<file path="src/rtl/fast_ctx_pkg.sv">
package fast_ctx_pkg;

    localparam int FLAGS_W = 5;
    localparam int ACC_W   = 8;
    localparam int BANK_W  = 4;
    localparam int CTX_W   = FLAGS_W + ACC_W + BANK_W;

    typedef struct packed {
        logic [FLAGS_W-1:0] flags;
        logic [ACC_W-1:0]   acc;
        logic [BANK_W-1:0]  bank;
    } ctx_t;

    function automatic ctx_t ctx_make(input logic [FLAGS_W-1:0] f,
                                      input logic [ACC_W-1:0]   a,
                                      input logic [BANK_W-1:0]  b);
        ctx_t c;
        c.flags = f;
        c.acc   = a;
        c.bank  = b;
        return c;
    endfunction

    function automatic ctx_t ctx_zero();
        return ctx_t'('0);
    endfunction

endpackage

</file>
<file path="src/rtl/ctx_capture_sel.sv">
module ctx_capture_sel
    import fast_ctx_pkg::*;
(
    input  logic vec_take,
    input  logic call_save,
    input  ctx_t live_ctx,
    output logic load_en,
    output ctx_t load_val
);
    // Both capture sources store the same live set; either one fires a load.
    always_comb begin
        load_en  = vec_take | call_save;
        load_val = live_ctx;
    end
endmodule

</file>
<file path="src/rtl/ctx_shadow_store.sv">
module ctx_shadow_store
    import fast_ctx_pkg::*;
(
    input  logic clk,
    input  logic rst,
    input  logic load_en,
    input  ctx_t load_val,
    output ctx_t held
);
    always_ff @(posedge clk) begin
        if (rst) begin
            held <= ctx_zero();
        end else if (load_en) begin
            held <= load_val;
        end
    end
endmodule

</file>
<file path="src/rtl/ctx_restore_drive.sv">
module ctx_restore_drive
    import fast_ctx_pkg::*;
(
    input  logic ret_restore,
    input  ctx_t held,
    output logic valid,
    output ctx_t out_ctx
);
    logic [CTX_W-1:0] held_bits;
    logic [CTX_W-1:0] out_bits;

    assign held_bits = held;

    // Per-bit gating: the outputs read zero unless a restore is in progress.
    for (genvar i = 0; i < CTX_W; i++) begin : g_gate
        assign out_bits[i] = held_bits[i] & ret_restore;
    end

    assign valid   = ret_restore;
    assign out_ctx = ctx_t'(out_bits);
endmodule

</file>
<file path="src/rtl/fast_ctx_shadow.sv">
module fast_ctx_shadow
    import fast_ctx_pkg::*;
(
    input  logic               clk,
    input  logic               rst,
    input  logic [FLAGS_W-1:0] live_flags,
    input  logic [ACC_W-1:0]   live_acc,
    input  logic [BANK_W-1:0]  live_bank,
    input  logic               vec_take,
    input  logic               call_save,
    input  logic               ret_restore,
    input  logic               ret_plain,
    output logic               restore_valid,
    output logic [FLAGS_W-1:0] rest_flags,
    output logic [ACC_W-1:0]   rest_acc,
    output logic [BANK_W-1:0]  rest_bank
);
    ctx_t live_ctx;
    ctx_t load_val;
    ctx_t shadow_q;
    ctx_t out_ctx;
    logic load_en;
    logic plain_unused;

    assign live_ctx     = ctx_make(live_flags, live_acc, live_bank);
    // A plain return needs no action here; the strobe is accepted and ignored.
    assign plain_unused = ret_plain;

    ctx_capture_sel u_cap (
        .vec_take (vec_take),
        .call_save(call_save),
        .live_ctx (live_ctx),
        .load_en  (load_en),
        .load_val (load_val)
    );

    ctx_shadow_store u_store (
        .clk     (clk),
        .rst     (rst),
        .load_en (load_en),
        .load_val(load_val),
        .held    (shadow_q)
    );

    ctx_restore_drive u_rest (
        .ret_restore(ret_restore),
        .held       (shadow_q),
        .valid      (restore_valid),
        .out_ctx    (out_ctx)
    );

    assign rest_flags = out_ctx.flags;
    assign rest_acc   = out_ctx.acc;
    assign rest_bank  = out_ctx.bank;
endmodule

</file>
<file path="config.mk">
export PLATFORM = sky130hd
export DESIGN_NAME = fast_ctx_shadow
export DESIGN_NICKNAME = d
export VERILOG_FILES = /design/src/rtl/fast_ctx_pkg.sv /design/src/rtl/ctx_capture_sel.sv /design/src/rtl/ctx_shadow_store.sv /design/src/rtl/ctx_restore_drive.sv /design/src/rtl/fast_ctx_shadow.sv
export SDC_FILE = /design/constraint.sdc
export NUM_CORES = 1
export LEC_CHECK = 0
export BUFFER_PORTS_ARGS = -buffer_cell sky130_fd_sc_hd__buf_2
export CAP_MARGIN = 10
export CORE_ASPECT_RATIO = 0.8
export CORE_UTILIZATION = 47
export CTS_CLUSTER_DIAMETER = 200
export DETAILED_ROUTE_END_ITERATION = 10
export HOLD_SLACK_MARGIN = 0.1
export PLACE_DENSITY = 0.81
export SETUP_SLACK_MARGIN = 0.5
export SLEW_MARGIN = 20
export SYNTH_ARGS = -nofsm -noshare
export SYNTH_HDL_FRONTEND = slang
export SYNTH_SLANG_ARGS = --single-unit
export TNS_END_PERCENT = 5
</file>
<file path="constraint.sdc">
create_clock -name clk -period 2.6 [get_ports clk]
set_clock_uncertainty 0.05 [all_clocks]
set_input_delay 0.52 -clock clk [delete_from_list [all_inputs] [get_ports clk]]
set_output_delay 0.52 -clock clk [all_outputs]
set_load 0.01 [all_outputs]
</file>
* Word-level counts from Yosys, hierarchy flattened *
Cells that the tools add are included.

word-level totals
  output and inout port bits = 18
  input bits = 23
  bits in registers = 17
  logic and storage cells = 21

cells by class
  bitwise gates (word level) = 18

operator list
  cell         count
  $and 1x1->1  17
  $or 1x1->1   1

* Logic depth before layout (Yosys ltp) *
  word-level depth = 1
  depth in mapped cells = 3
  depth with buffers taken out = 2

* Hierarchy *
A second synthesis with hierarchy kept.

second synthesis, totals
  cell total of the unflattened synthesis = 92
  area total of the unflattened synthesis = 889.6 um^2

modules (own cells, without submodules)
  module             sequential area each (um^2)  area an instance (um^2)  times used  cells an instance
  ctx_shadow_store   340.3                        614.3                    1           55
  ctx_restore_drive  0.0                          141.4                    1           19
  ctx_capture_sel    0.0                          133.9                    1           18

* Worst setup path after synthesis *
OpenSTA, ideal clock, no wires.

  kind = input to output
  from = input ret_restore
  to = output rest_acc[0]
  path slack = 1142 ps
  cell stages on the path = 2
  required time = 2030 ps
  arrival time = 888 ps
  buffers on the path = 1
  path through = clkbuf_1 -> and2_1

on the way
  cells in the longest elaborated chain, start to end = 1

ends and longest elaborated chain
  element             line                     RTL
  start: declaration  fast_ctx_shadow.sv:11    input logic ret_restore,
  $and 1x1->1         ctx_restore_drive.sv:16  assign out_bits[i] = held_bits[i] & ret_restore;
  end: declaration    fast_ctx_shadow.sv:15    output logic [ACC_W-1:0] rest_acc,

No other way between the ends.

* Worst setup path after layout *
  from = input ret_restore
  to = output rest_flags[0]

on the way
  cells in the longest elaborated chain, start to end = 1

ends and longest elaborated chain
  element           line                     RTL
  $and 1x1->1       ctx_restore_drive.sv:16
  end: declaration  fast_ctx_shadow.sv:14    output logic [FLAGS_W-1:0] rest_flags,

No other way between the ends.

==> results_dict.tcl <==
set metrics [dict create \
    ioPinCount 41 \
    synth.area.top_cells "dfxtp_1 (42%), or3b_1 (14%), and2_1 (13%)" \
    cts.sink_count 17 \
    worstHoldPathType "input port to register" \
    count_of_maximum_capacitance_violations 0 \
    cp.depth 3 \
    cts_made_buffers 3 \
    synth-seq-area-share_pct 42.0 \
    cts_repair_resize_count 0 \
    cts_tree "done" \
    edff_count_synth 0 \
    setup_viol 0 \
    die-height_microns 39.2 \
    final.min_clock_period_ps 1620 \
    timing.final.crit_share_pct 62.4 \
    reg.largest.list "u_store.held (17)" \
    power.density_nw_per_um2 488 \
    cts-root-buf "clkbuf_4" \
    globalRouteOverflowTotal 0 \
    synth_top_cell_by_area "dfxtp_1" \
    area_growth_syn_to_layout_pct 25.2 \
    critical_path.top_delay_family "buffers and inverters" \
    cp-startpoint "ret_restore" \
    antenna_found_initial 0 \
    failed_checks "DRC" \
    diodes 0 \
    largest_net_degree_at_the_start_of_global_routing 35 \
    grtUsageTotal_pct 18.7 \
    dp.final_hpwl_mm 1.13 \
    routed_via_density 4.95 \
    place_congestion 0.648 \
    asyncSetResetFlopFracSynth_pct 0 \
    worst_slack_ps 978 \
    yosysTopAreaCellShare_pct 42.0 \
    registers.top_by_ff_count "u_store.held" \
    worstPathRequired_ps 2030 \
    path_clk_slew_ps 90 \
    worstPathBufferInverterCount 2 \
    number_of_drc_markers_after_the_initial_detailed_route_iteration 11 \
    largest_register_ffs 17 \
    synthesized_netlist_net_count 118 \
    ys.warnings.count 0 \
    clock_insertion_delay_worst_skew_ps 270 \
    cts_buffer_depth 2 \
    critical-path-max-stage-delay_ps 230 \
    htreeDepth 1 \
    vdd.ir_drop.worst_mv 0.421 \
    crit_path_max_fanout 18 \
    ys.flop_type "dfxtp_1" \
    final_antenna_net_count 0 \
    grt_first_pass_wirelength_mm 2.68 \
    io_buffers 39 \
    final-hold-violation-count 0 \
    grt_pass1_vias 630 \
    starting_density_of_the_core_pct 49.8 \
    finalWirelength_mm 1.70 \
    path_cells "buf_2 > and2_1 > buf_2" \
    critPathCaptureType "output port" \
    worstReg2RegStart "u_store.held[3]$_SDFFE_PP0P_" \
    route.detailed.drc 3 \
    critical-path-top-cell-by-count "buf_2" \
    min_delay_path_depth 3 \
    unrepaired_setup_endpoints_after_global_routing "no" \
    placeableCoreArea_sq_um 1630 \
    placement.setup.worst_slack_ps 973 \
    synth_area_sq_um 811 \
    first_pass_iters 9 \
    post_synth_inst_count 95 \
    setup-tns-final_ps 0 \
    hold_path_startpoint "live_bank[1]" \
    final_core_util_pct 62.4 \
    maxClockFrequency_ghz 0.617 \
    design.final.nets 152 \
    synth-seq-cells 17 \
    netlist_top_cells_count "a21oi_1 (17), and2_1 (17), dfxtp_1 (17), o21ai_0 (17), or3b_1 (13)" \
    timing.max_slew.rel_slack_pct 70.3 \
    run_status "complete, but fails checks" \
    leakage_nw 0.452 \
    max_slew.worst_pin.slew_ps 445 \
    netlist-cell-type-count 10 \
    design.die.area_sq_um 1900 \
    wire_per_inst_microns 11.3 \
    slew_viol_final 0 \
    drive_above_1_share_pct 35.9 \
    postCtsSetupBuffers 0 \
    die_width_microns 48.4 \
    timing.critical_path.arrival_ps 1050 \
    cp-start-kind "input port" \
    num_vias 743 \
    rr_worst_depth 2 \
    critPathSlowestCell "buf_2" \
    postSynthAreaPerCell_sq_um 8.53 \
    critical_path_class "input port to output port" \
    num_rows 13 \
    cts_hold_buffers 0 \
]
## final timing paths
path                              endpoint  slack, ps
max                          rest_flags[0]        980
min           u_store.held[1]$_SDFFE_PP0P_        450
max reg2reg   u_store.held[3]$_SDFFE_PP0P_       1600
min reg2reg  u_store.held[10]$_SDFFE_PP0P_        500
## cell type report
| cell class | count | area (sq um) |
|---|---|---|
| clock buffers | 4 | 26.3 |
| fillers | 151 | 612 |
| multi-input cells | 68 | 425 |
| flip-flops and latches | 17 | 340 |
| well taps | 22 | 27.5 |
| repair buffers | 39 | 195 |
## cell families (layout without fill, tap and decap cells)
kind of cell	after synthesis	count (layout)	synth area share, %
AOI/OAI and AO/OA	34	34	21.0
and+or+nand+nor	34	34	31.5
DFF	17	17	42.0
buffers and inverters	10	43	5.56
## through the flow
step,hold slack [ps],instance area [sq um],total power (W),std cells
after floorplan,471,811,0.000336,95
after global placement,483,988,0.000365,146
after detailed placement,481,988,0.000368,146
after CTS,438,1010,0.000502,150
after global routing,444,1010,0.000528,150
final,447,1010,0.000495,150
## cell usage in the layout (no fill, tap or decap)
master    count
buf_2        39
and2_1       17
o21ai_0      17
a21oi_1      17
dfxtp_1      17
or3b_1       13
or3b_2        4
clkbuf_4      3
clkbuf_1      1
## routing by layer
metal / vias up / share of wire, % / global-route usage, %
met3: 2 / 2.4 / 3.53
met2: 14 / 51 / 35.6
met5: - / 0 / 0
met1: 329 / 46 / 22.4
li1: 398 / - / -
met4: 0 / 0.94 / 4.41
## worst reg2reg max path: stages, from the launching register on
cell and delay, ps:
dfxtp_1 330, or3b_2 430, a21oi_1 130
## where the power goes
part           internal (W)  total [W]  switching (W)
clock             0.0000593   0.000133      0.0000742
sequential         0.000276   0.000282     0.00000575
combinational     0.0000379  0.0000796      0.0000417
total              0.000374   0.000495       0.000122
Power figures use the tool's default switching activity.
